--- config.mk ---
export PLATFORM = sky130hd
export DESIGN_NAME = udc_counter
export DESIGN_NICKNAME = d
export VERILOG_FILES = /design/src/rtl/udc_pkg.sv /design/src/rtl/udc_sync.sv /design/src/rtl/udc_strobe_trk.sv /design/src/rtl/udc_core.sv /design/src/rtl/udc_counter.sv
export SDC_FILE = /design/constraint.sdc
export NUM_CORES = 1
export LEC_CHECK = 0
export ABC_AREA = 1
export CORE_AREA = 2 2 39 41
export DETAILED_ROUTE_END_ITERATION = 10
export DIE_AREA = 0 0 41 43
export GPL_ROUTABILITY_DRIVEN = 0
export PLACE_DENSITY_LB_ADDON = 0.05
export SLEW_MARGIN = 30
export SYNTH_ARGS = -nofsm -noshare
export SYNTH_HDL_FRONTEND = slang
export SYNTH_HIERARCHICAL = 1
export SYNTH_SLANG_ARGS = --single-unit
export TNS_END_PERCENT = 10
--- constraint.sdc ---
create_clock -name clk -period 5 [get_ports clk]
set_input_delay 1 -clock clk [delete_from_list [all_inputs] [get_ports clk]]
set_output_delay 1 -clock clk [all_outputs]
set_load 0.02 [all_outputs]
--- src/rtl/udc_pkg.sv ---
package udc_pkg;

    typedef enum logic {
        TRK_HIGH = 1'b0,
        TRK_LOW  = 1'b1
    } trk_state_t;

    typedef enum logic [2:0] {
        OP_HOLD  = 3'd0,
        OP_CLEAR = 3'd1,
        OP_LOAD  = 3'd2,
        OP_INC   = 3'd3,
        OP_DEC   = 3'd4
    } cnt_op_t;

endpackage

--- src/rtl/udc_sync.sv ---
module udc_sync #(
    parameter int STAGES  = 2,
    parameter bit RST_VAL = 1'b1
) (
    input  logic clk,
    input  logic rst_n,
    input  logic d,
    output logic q
);
    logic [STAGES-1:0] chain;

    generate
        for (genvar i = 0; i < STAGES; i++) begin : g_stage
            if (i == 0) begin : g_first
                always_ff @(posedge clk or negedge rst_n) begin
                    if (!rst_n) chain[0] <= RST_VAL;
                    else        chain[0] <= d;
                end
            end else begin : g_next
                always_ff @(posedge clk or negedge rst_n) begin
                    if (!rst_n) chain[i] <= RST_VAL;
                    else        chain[i] <= chain[i-1];
                end
            end
        end
    endgenerate

    assign q = chain[STAGES-1];
endmodule

--- src/rtl/udc_strobe_trk.sv ---
module udc_strobe_trk
    import udc_pkg::*;
(
    input  logic clk,
    input  logic rst_n,
    input  logic lvl,
    output logic rise
);
    trk_state_t state, state_nx;

    always_ff @(posedge clk or negedge rst_n) begin
        if (!rst_n) state <= TRK_HIGH;
        else        state <= state_nx;
    end

    always_comb begin
        state_nx = state;
        unique case (state)
            TRK_HIGH: if (!lvl) state_nx = TRK_LOW;
            TRK_LOW:  if (lvl)  state_nx = TRK_HIGH;
            default:            state_nx = TRK_HIGH;
        endcase
    end

    always_comb begin
        rise = 1'b0;
        unique case (state)
            TRK_HIGH: rise = 1'b0;
            TRK_LOW:  rise = lvl;
            default:  rise = 1'b0;
        endcase
    end

    assert_rise_after_low_R1: assert property (@(posedge clk) disable iff (!rst_n)
        rise |-> (state == TRK_LOW));
endmodule

--- src/rtl/udc_core.sv ---
module udc_core
    import udc_pkg::*;
#(
    parameter int WIDTH = 4
) (
    input  logic             clk,
    input  logic             rst_n,
    input  logic             clr,
    input  logic             load_n,
    input  logic [WIDTH-1:0] din,
    input  logic             up_rise,
    input  logic             dn_rise,
    input  logic             up_lvl,
    input  logic             dn_lvl,
    output logic [WIDTH-1:0] cnt
);
    localparam logic [WIDTH-1:0] ONE = WIDTH'(1);

    cnt_op_t op;

    always_comb begin
        if (clr)                                op = OP_CLEAR;
        else if (!load_n)                       op = OP_LOAD;
        else if (up_rise && !dn_rise && dn_lvl) op = OP_INC;
        else if (dn_rise && !up_rise && up_lvl) op = OP_DEC;
        else                                    op = OP_HOLD;
    end

    always_ff @(posedge clk or negedge rst_n) begin
        if (!rst_n) begin
            cnt <= '0;
        end else begin
            unique case (op)
                OP_CLEAR: cnt <= '0;
                OP_LOAD:  cnt <= din;
                OP_INC:   cnt <= cnt + ONE;
                OP_DEC:   cnt <= cnt - ONE;
                default:  cnt <= cnt;
            endcase
        end
    end

    assert_clear_zero_R3: assert property (@(posedge clk) disable iff (!rst_n)
        clr |=> (cnt == '0));
    assert_load_copies_R4: assert property (@(posedge clk) disable iff (!rst_n)
        (!clr && !load_n) |=> (cnt == $past(din)));
    assert_both_hold_R10: assert property (@(posedge clk) disable iff (!rst_n)
        (!clr && load_n && up_rise && dn_rise) |=> $stable(cnt));
    assert_other_low_hold_R11: assert property (@(posedge clk) disable iff (!rst_n)
        (!clr && load_n && up_rise && !dn_lvl && !dn_rise) |=> $stable(cnt));
    assert_up_step_R1: assert property (@(posedge clk) disable iff (!rst_n)
        (!clr && load_n && up_rise && dn_lvl && !dn_rise) |=> (cnt == $past(cnt) + ONE));
endmodule

--- src/rtl/udc_counter.sv ---
module udc_counter
    import udc_pkg::*;
#(
    parameter int WIDTH       = 4,
    parameter int SYNC_STAGES = 2
) (
    input  logic             clk,
    input  logic             rst_n,
    input  logic             clr,
    input  logic             load_n,
    input  logic [WIDTH-1:0] din,
    input  logic             up_stb,
    input  logic             dn_stb,
    output logic [WIDTH-1:0] q,
    output logic             tcu_n,
    output logic             tcd_n
);
    localparam logic [WIDTH-1:0] CNT_MAX = '1;

    logic up_lvl, dn_lvl, up_rise, dn_rise;

    udc_sync #(.STAGES(SYNC_STAGES), .RST_VAL(1'b1)) u_sync_up (
        .clk(clk), .rst_n(rst_n), .d(up_stb), .q(up_lvl));
    udc_sync #(.STAGES(SYNC_STAGES), .RST_VAL(1'b1)) u_sync_dn (
        .clk(clk), .rst_n(rst_n), .d(dn_stb), .q(dn_lvl));

    udc_strobe_trk u_trk_up (.clk(clk), .rst_n(rst_n), .lvl(up_lvl), .rise(up_rise));
    udc_strobe_trk u_trk_dn (.clk(clk), .rst_n(rst_n), .lvl(dn_lvl), .rise(dn_rise));

    udc_core #(.WIDTH(WIDTH)) u_core (
        .clk(clk), .rst_n(rst_n), .clr(clr), .load_n(load_n), .din(din),
        .up_rise(up_rise), .dn_rise(dn_rise), .up_lvl(up_lvl), .dn_lvl(dn_lvl),
        .cnt(q));

    always_comb begin
        tcu_n = !((q == CNT_MAX) && !up_lvl);
        tcd_n = !((q == '0) && !dn_lvl);
    end

    assert_tcu_at_max_R5: assert property (@(posedge clk) disable iff (!rst_n)
        !tcu_n |-> (q == CNT_MAX));
    assert_tcd_at_zero_R6: assert property (@(posedge clk) disable iff (!rst_n)
        !tcd_n |-> (q == '0));
    assert_wrap_up_R9: assert property (@(posedge clk) disable iff (!rst_n)
        (!tcu_n && !clr && load_n && !dn_rise && dn_lvl) |=> (q == CNT_MAX || q == '0));
endmodule

==> results of run 1 <==
==> stage by stage <==
| step | power (mW) | hold WS (ns) |
|---|---|---|
| after detailed placement | 0.132 | 0.347 |
| after global routing | 0.217 | 0.363 |
| after floorplan | 0.112 | 0.345 |
| after global placement | 0.131 | 0.346 |
| final | 0.204 | 0.355 |
| after CTS | 0.208 | 0.356 |
==> worst max path at each step <==
stage	slack, ns	to	cells past startpoint	start
3_5_place_dp	2.17	u_core/cnt[3]	14	load_n
6_report	2.47	u_core/cnt[3]	14	load_n
3_3_place_gp	2.18	u_core/cnt[3]	14	load_n
4_1_cts	2.46	tcu_n	3	u_sync_up/q
2_1_floorplan	2.81	u_core/cnt[3]	13	load_n
5_1_grt	2.28	u_core/cnt[3]	14	load_n
==> kinds of logic (layout without fill, tap and decap cells) <==
kind of cell | Yosys count | in the layout
simple gates | 40 | 40
buf+inv | 15 | 34
flops | 10 | 10
fa+ha+maj | 3 | 3
compound gates | 2 | 2
xor+xnor | 1 | 1
==> cells in the mapped netlist <==
library cell | count | share of area (%)
o211ai_1 | 1 | 1.3
nand2_2 | 1 | 1.1
nand3_2 | 1 | 1.8
dfstp_2 | 4 | 19
fa_1 | 1 | 3.5
nor2_2 | 2 | 2.2
nand2_1 | 21 | 14
dfrtp_1 | 6 | 27
nand4_1 | 1 | 1.1
inv_1 | 12 | 8.0
a21oi_2 | 1 | 1.5
ha_1 | 2 | 4.4
nor2_4 | 1 | 2.0
nand3_1 | 8 | 7.1
inv_2 | 3 | 2.0
nor2_1 | 5 | 3.3
xor2_1 | 1 | 1.5
==> power groups by stage <==
stage / Clock, mW / Combinational [mW] / Sequential [mW]
6_report: 0.0734 / 0.0375 / 0.0927
5_1_grt: 0.0817 / 0.0420 / 0.0937
4_1_cts: 0.0769 / 0.0380 / 0.0929
3_5_place_dp: 0 / 0.0376 / 0.0943
3_3_place_gp: 0 / 0.0373 / 0.0941
2_1_floorplan: 0 / 0.0161 / 0.0961
==> sequential cells by signal, summed over array words and instances, names as in the netlist <==
signal	count
u_trk_up/state	1
u_core/cnt	4
u_sync_up/q	1
u_trk_dn/state	1
u_sync_dn/q	1
u_sync_dn/chain	1
u_sync_up/chain	1
==> worst max-delay path: stages <==
cell             delay [ns]
clkdlybuf4s50_1        0.49
inv_2                  0.05
nor2_4                 0.09
inv_2                  0.06
nor2_2                 0.19
ha_1                   0.30
nand3_1                0.12
nand3_1                0.07
nand2_1                0.07
nand2_1                0.05
nand2_1                0.05
nand3_1                0.06
nand2_1                0.06
inv_1                  0.03
==> per-layer routing <==
metal / GRT usage, % / part of all wire, % / vias to the layer above
li1: - / - / 254
met3: 6.28 / 5.6 / 0
met2: 23.4 / 47 / 14
met4: 10.0 / 0 / 0
met5: 0 / 0 / -
met1: 20.7 / 47 / 208
==> final cells by class <==
class	count	area, um2
fill	139	612
sequential	10	255
multi-input combinational	46	254
timing repair buffer	15	150
inverter	15	56.3
clock buffer	4	36.3
tap	16	20.0
==> results.yml, run 1 <==
sta:
  hold_viol: 0
  tns_ns: 0
  worst_pin_slew_ns: 0.432
  finalSetupViolations: 0
  rsz0062_at_grt: "no"
  slew_viol_final: 0
  slew-limit-headroom_pct: 71.1
  finalCriticalPeriod_ns: 2.53
  fmax_mhz: 395
  worst_slack_ns: 2.47
  clock_skew_ns: 0.00619
  fin_crit_sh_pct: 50.6
layout:
  final_nets: 104
  final_core_util_pct: 55.8
  stdcell_count: 106
  postLayoutCellArea_um2: 772
  num_antenna_cells: 0
  final_cell_mix: "nand2_1 (21), clkdlybuf4s50_1 (15), inv_1 (12)"
  final_common_cell: "nand2_1"
  areaGrowthSynthToFinish_pct: 36.5
  drive_gt1_share_pct: 18.9
clocking:
  post_cts_buffers: 0
  holdBufCountCts: 0
  cts-root-buf: "clkbuf_4"
  clkLatencyLatePin_ns: 0.27
  clk_pin_slew_ns: 0.07
  h-tree-depth: 1
  cts_resized: 0
  cts.sinks: 10
  cts_buffer_depth: 2
  cts_buffers: 3
  tritoncts: "yes"
global_routing:
  grt_max_degree: 11
  grt_overflow_total: 0
  grt_pass1_wl_um: 1860
  gr-usage-all-layers_pct: 16.6
  antenna_found_initial: 0
  grt_pass1_vias: 420
worst_setup_path:
  critPathRequiredTime_ns: 5.17
  crit_fanout: 4
  reg2reg_to: "u_core/cnt[3]"
  rr_startpoint: "u_sync_dn/q"
  crit_path_end_kind: "register"
  r2r_cells: 15
  crit_type: "in -> reg"
  cp-start-kind: "input pin"
  arrival_ns: 2.70
  r2r_slack_ns: 3.04
die:
  io_pins: 16
  die_w_um: 41
  die_area_um2: 1760
  start_util_pct: 40.9
  rows: 14
  die_h_um: 43
  core_um2: 1380
pwr:
  power_frac_seq_pct: 45.5
  ir_drop_v: 0.000178
  p_leak_nw: 0.391
  p_sw_share_pct: 26.3
  combPwrFrac_pct: 18.4
  netSwitchingPower_mw: 0.0536
  p_int_mw: 0.150
  cellPowerDensity_nw_per_um2: 264
  clkPwrFrac_pct: 36.0
run_status:
  outcome: "complete, no violations"
yosys:
  synth_area_per_cell_um2: 7.97
  synth-adder-area-share_pct: 7.96
  synth-simple-area-share_pct: 32.5
  yosysUniqueCellTypes: 17
  ys_seq_elements: 10
  synth_top_family_by_area: "simple AND/OR/NAND/NOR gates"
  syn-num-nets: 84
  synth_compound_area_share_pct: 2.88
  synth-xor-area-share_pct: 1.55
  synth_area_um2: 566
  yosys-mux-area-fraction_pct: 0
  ys_warn_count: 6
  synthCells: 71
  seq_area_frac_synth_pct: 45.1
hold_path:
  worst_hold_path.endpoint: "u_sync_dn/q"
  hold_path_depth: 0
  hold_start: "u_sync_dn/chain[0]"
  hold_class: "reg -> reg"
routing:
  wl_per_cell_um: 10.1
  vias_per_cell: 4.49
  drtPass1Iterations: 4
  drt_iter0_drc: 11
  vias: 476
  route.detailed.drc: 0
  routed_wl_um: 1070
  ant_nets: 0
placed_design:
  portBuffers: 15
  dpl.hpwl_um: 868
  dpl_cell_area_um2: 736
  pre_cts_ws_ns: 2.17
  placed_cells: 102
flow_run:
  maxCapViolCount: 0
Note: power is estimated with default switching activity, not from simulation.
==> run 2: changes to the inputs <==
- CORE_AREA: 2 2 39 41 -> not set
- CORE_UTILIZATION: not set -> 40
- DIE_AREA: 0 0 41 43 -> not set
- clock period: 5 -> 2.2 ns (I/O delays scaled with it)
==> results.yml, run 2 (synthesis gave the netlist of run 1 again) <==
run_status:
  outcome: "complete, no violations"
layout:
  final_nets: 106
  num_antenna_cells: 0
  areaGrowthSynthToFinish_pct: 38.9
  drive_gt1_share_pct: 20.7
  final_common_cell: "nand2_1"
  final_core_util_pct: 60.4
  largest_reg_flops: 4
  final_cell_mix: "nand2_1 (21), clkdlybuf4s50_1 (15), inv_1 (12)"
  top_register: "u_core/cnt"
worst_setup_path:
  slowest_delay_ns: 0.49
  path_buf_inv: 4
  crit_family: "simple AND/OR/NAND/NOR gates"
  r2r_slack_ns: 0.29
  arrival_ns: 2.10
  crit_chain: "clkdlybuf4s50_1 > inv_2 > nor2_4 > inv_2 > nor2_2 > ha_1 > nand3_1 > nand3_1 > nand2_1 > nand2_1 > nand2_1 > nand3_1 > nand2_1 > inv_1"
  cp-start-kind: "input pin"
  critPathRequiredTime_ns: 2.35
  cp_common_cell: "nand2_1"
  crit_type: "in -> reg"
  crit_path_end_kind: "register"
  crit_fanout: 3
  slowest_stage: "clkdlybuf4s50_1"
routing:
  drt_iter0_drc: 8
  ant_nets: 0
  wl_met3_um: 61
  highest_layer: "met3"
  drtPass1Iterations: 4
  route.detailed.drc: 0
  wl_per_cell_um: 8.97
  vias: 483
  vias_per_cell: 4.51
  routed_wl_um: 960
  wl_met2_um: 421
  route.layer.met1.wl_um: 477
placed_design:
  dpl.hpwl_um: 791
  portBuffers: 15
  pre_cts_ws_ns: -0.0236
clocking:
  tritoncts: "yes"
  cts-root-buf: "clkbuf_4"
  cts_resized: 0
  clkLatencyLatePin_ns: 0.25
  cts.sinks: 10
  cts_buffer_depth: 2
  cts_buffers: 3
  holdBufCountCts: 0
  post_cts_buffers: 0
  clk_pin_slew_ns: 0.07
  h-tree-depth: 1
die:
  die_area_um2: 1570
  die_w_um: 39.6
  rows: 13
  start_util_pct: 43.5
  core_um2: 1300
  io_pins: 16
  die_h_um: 39.6
global_routing:
  antenna_found_initial: 0
  grt_overflow_total: 0
  grt_pass1_vias: 395
  grt_max_degree: 11
  grt_pass1_wl_um: 1560
  gr-usage-all-layers_pct: 14.7
pwr:
  cellPowerDensity_nw_per_um2: 580
  ir_drop_v: 0.000463
  total_power_mw: 0.456
  p_leak_nw: 0.401
sta:
  rsz0062_at_grt: "no"
  finalCriticalPeriod_ns: 1.94
  slew-limit-headroom_pct: 71.1
  fmax_mhz: 514
  finalSetupViolations: 0
  clock_skew_ns: 0.00416
  worst_pin_slew_ns: 0.433
  worst_slack_ns: 0.256
  fin_crit_sh_pct: 88.4
  slew_viol_final: 0
  hold_viol: 0
  tns_ns: 0
hold_path:
  hold_class: "reg -> reg"
flow_run:
  maxCapViolCount: 0
run 2: metrics by stage:
stage	cell area (um2)	cells	hold slack, ns
final	786	107	0.356
after global routing	786	107	0.364
after CTS	786	107	0.357
after detailed placement	749	103	0.348
after global placement	749	103	0.346
after floorplan	566	71	0.144
run 2: metal layers:
| metal | up-vias | track usage, % |
|---|---|---|
| li1 | 258 | - |
| met1 | 209 | 22.2 |
| met2 | 16 | 21.7 |
| met3 | 0 | 1.70 |
| met4 | 0 | 4.31 |
| met5 | - | 0 |
run 2: power by group:
part	switching, mW	internal [mW]
logic	0.0427	0.0440
clock network	0.0586	0.100
registers	0.0120	0.198
run 2: final timing paths:
| path | end | from | cells after the start |
|---|---|---|---|
| worst min register to register | u_sync_dn/q | u_sync_dn/chain[0] | 0 |
| max in group asynchronous | u_sync_up/chain[0] | rst_n | 1 |
| worst max register to register | u_core/cnt[3] | u_sync_dn/q | 15 |
| worst min-delay path | u_sync_dn/q | u_sync_dn/chain[0] | 0 |
| min in group asynchronous | u_core/cnt[0] | rst_n | 1 |
| worst max-delay path | u_core/cnt[3] | load_n | 14 |
run 2: final cells by class:
| cell class | count | area (um2) |
|---|---|---|
| clock buffers | 4 | 36.3 |
| fillers | 129 | 515 |
| inverters | 15 | 56.3 |
| multi-input cells | 46 | 254 |
| flip-flops and latches | 10 | 255 |
| well taps | 15 | 18.8 |
| repair buffers | 17 | 165 |
run 2: worst reg2reg max path, stage by stage, from the launching register on:
cell and delay [ns]:
dfstp_2 0.55, nand2_1 0.05, inv_1 0.06, inv_2 0.04
nor2_2 0.08, nand2_2 0.09, nor2_2 0.15, ha_1 0.27
nand3_1 0.11, nand3_1 0.07, nand2_1 0.08, nand2_1 0.05
nand2_1 0.05, nand3_1 0.06, nand2_1 0.07, inv_1 0.04
==> run 3: changes to the inputs <==
- RECOVER_POWER: not set -> 50
==> results.yml, run 3 (synthesis gave the netlist of run 1 again) <==
run_status:
  outcome: "complete, no violations"
routing:
  wl_per_cell_um: 9.00
  vias_per_cell: 4.51
  drt_iter0_drc: 8
  route.detailed.drc: 0
  ant_nets: 0
  vias: 483
  drtPass1Iterations: 4
  routed_wl_um: 963
worst_setup_path:
  path_buf_inv: 1
  slowest_stage: "clkdlybuf4s50_1"
  crit_path_end_kind: "primary output"
  crit_family: "buffers and inverters"
  crit_type: "reg -> out"
  arrival_ns: 1.54
  cp-start-kind: "register"
  critPathRequiredTime_ns: 1.76
  slowest_delay_ns: 0.59
  crit_fanout: 4
  crit_chain: "nor2_1 > nand2_1 > clkdlybuf4s50_1"
sta:
  worst_pin_slew_ns: 0.439
  slew-limit-headroom_pct: 70.6
  finalCriticalPeriod_ns: 1.98
  fmax_mhz: 505
  rsz0062_at_grt: "no"
  hold_viol: 0
  holdWs_ns: 0.361
  slew_viol_final: 0
  tns_ns: 0
  clock_skew_ns: 0.00429
  finalSetupViolations: 0
  fin_crit_sh_pct: 89.9
clocking:
  cts-root-buf: "clkbuf_4"
  tritoncts: "yes"
  holdBufCountCts: 0
  post_cts_buffers: 0
  clk_pin_slew_ns: 0.06
  h-tree-depth: 1
  cts_resized: 0
  clkLatencyLatePin_ns: 0.25
  cts_buffers: 3
  cts.sinks: 10
  cts_buffer_depth: 2
global_routing:
  grt_pass1_wl_um: 1560
  antenna_found_initial: 0
  grt_max_degree: 11
  grt_overflow_total: 0
  gr-usage-all-layers_pct: 14.7
  grt_pass1_vias: 395
pwr:
  clkPwrFrac_pct: 35.0
  power_frac_seq_pct: 46.1
  p_sw_share_pct: 25.0
  netSwitchingPower_mw: 0.113
  total_power_mw: 0.454
  combPwrFrac_pct: 18.9
  p_int_mw: 0.340
  cellPowerDensity_nw_per_um2: 577
  p_leak_nw: 0.401
  ir_drop_v: 0.000462
layout:
  final_nets: 106
  drive_gt1_share_pct: 18.5
  largest_reg_flops: 4
  final_common_cell: "nand2_1"
  num_antenna_cells: 0
  top_register: "u_core/cnt"
  fill_cells: 129
  areaGrowthSynthToFinish_pct: 38.9
  final_cell_mix: "nand2_1 (21), inv_1 (12), clkdlybuf4s50_1 (12)"
die:
  io_pins: 16
  start_util_pct: 43.5
  rows: 13
  die_w_um: 39.6
  die_area_um2: 1570
  core_um2: 1300
  die_h_um: 39.6
flow_run:
  maxCapViolCount: 0
hold_path:
  hold_class: "reg -> reg"
placed_design:
  dpl.hpwl_um: 791
  portBuffers: 15
-- run 3: changes by cell type in the layout (fill, tap and decap cells not counted), sizes merged --
cell | previous run | this run
clkdlybuf4s50 | 15 | 12
dlygate4sd3 | 0 | 3
-- run 3: power groups by stage --
| stage | registers (mW) | logic (mW) | clock network [mW] |
|---|---|---|---|
| final | 0.209 | 0.0856 | 0.159 |
| after global routing | 0.211 | 0.0958 | 0.176 |
| after CTS | 0.210 | 0.0876 | 0.165 |
| after detailed placement | 0.214 | 0.0866 | 0 |
| after global placement | 0.214 | 0.0862 | 0 |
| after floorplan | 0.218 | 0.0365 | 0 |
-- run 3: metrics by stage --
step	utilization (%)	instances	worst slack (ns)	instance area, um2
floorplan	-	71	0.379	566
global placement	57.6	103	0.0267	749
detailed placement	57.6	103	-0.0236	749
CTS	60.4	107	0.236	786
global route	60.4	107	0.0763	786
finish	60.4	107	0.221	786
-- run 3: final timing paths --
kind                                         start                 end  slack, ns  cells past startpoint
worst max-delay path                   u_sync_up/q               tcu_n       0.22                      3
worst min-delay path            u_sync_dn/chain[0]         u_sync_dn/q       0.36                      0
worst max register to register         u_sync_dn/q       u_core/cnt[3]       0.26                     15
worst min register to register  u_sync_dn/chain[0]         u_sync_dn/q       0.36                      0
max in group asynchronous                    rst_n  u_sync_up/chain[0]       1.30                      1
min in group asynchronous                    rst_n       u_core/cnt[0]       0.56                      1
-- run 3: area by class of cell --
cell class	instances	area, um2	area share [%]
timing repair buffer	17	165	21.0
multi-input combinational	46	254	32.3
tap	15	18.8	2.39
clock buffer	4	36.3	4.62
inverter	15	56.3	7.17
sequential	10	255	32.5
-- run 3: per-layer routing --
layer  routed length, um  vias up  global-route usage [%]  part of all wire [%]
met4                   0        0                    4.31                     0
met3                  53        0                    1.70                   5.5
li1                    -      258                       -                     -
met1                 487      211                    22.2                    51
met2                 422       14                    21.7                    44
met5                   0        -                       0                     0
-- run 3: worst register-to-register path: stages (launching register included) --
cell     delay (ns)
dfstp_1        0.56
nand2_1        0.06
inv_1          0.06
inv_2          0.04
nor2_2         0.08
nand2_2        0.09
nor2_2         0.15
ha_1           0.28
nand3_1        0.11
nand3_1        0.07
nand2_1        0.08
nand2_1        0.05
nand2_1        0.05
nand3_1        0.06
nand2_1        0.07
inv_1          0.04
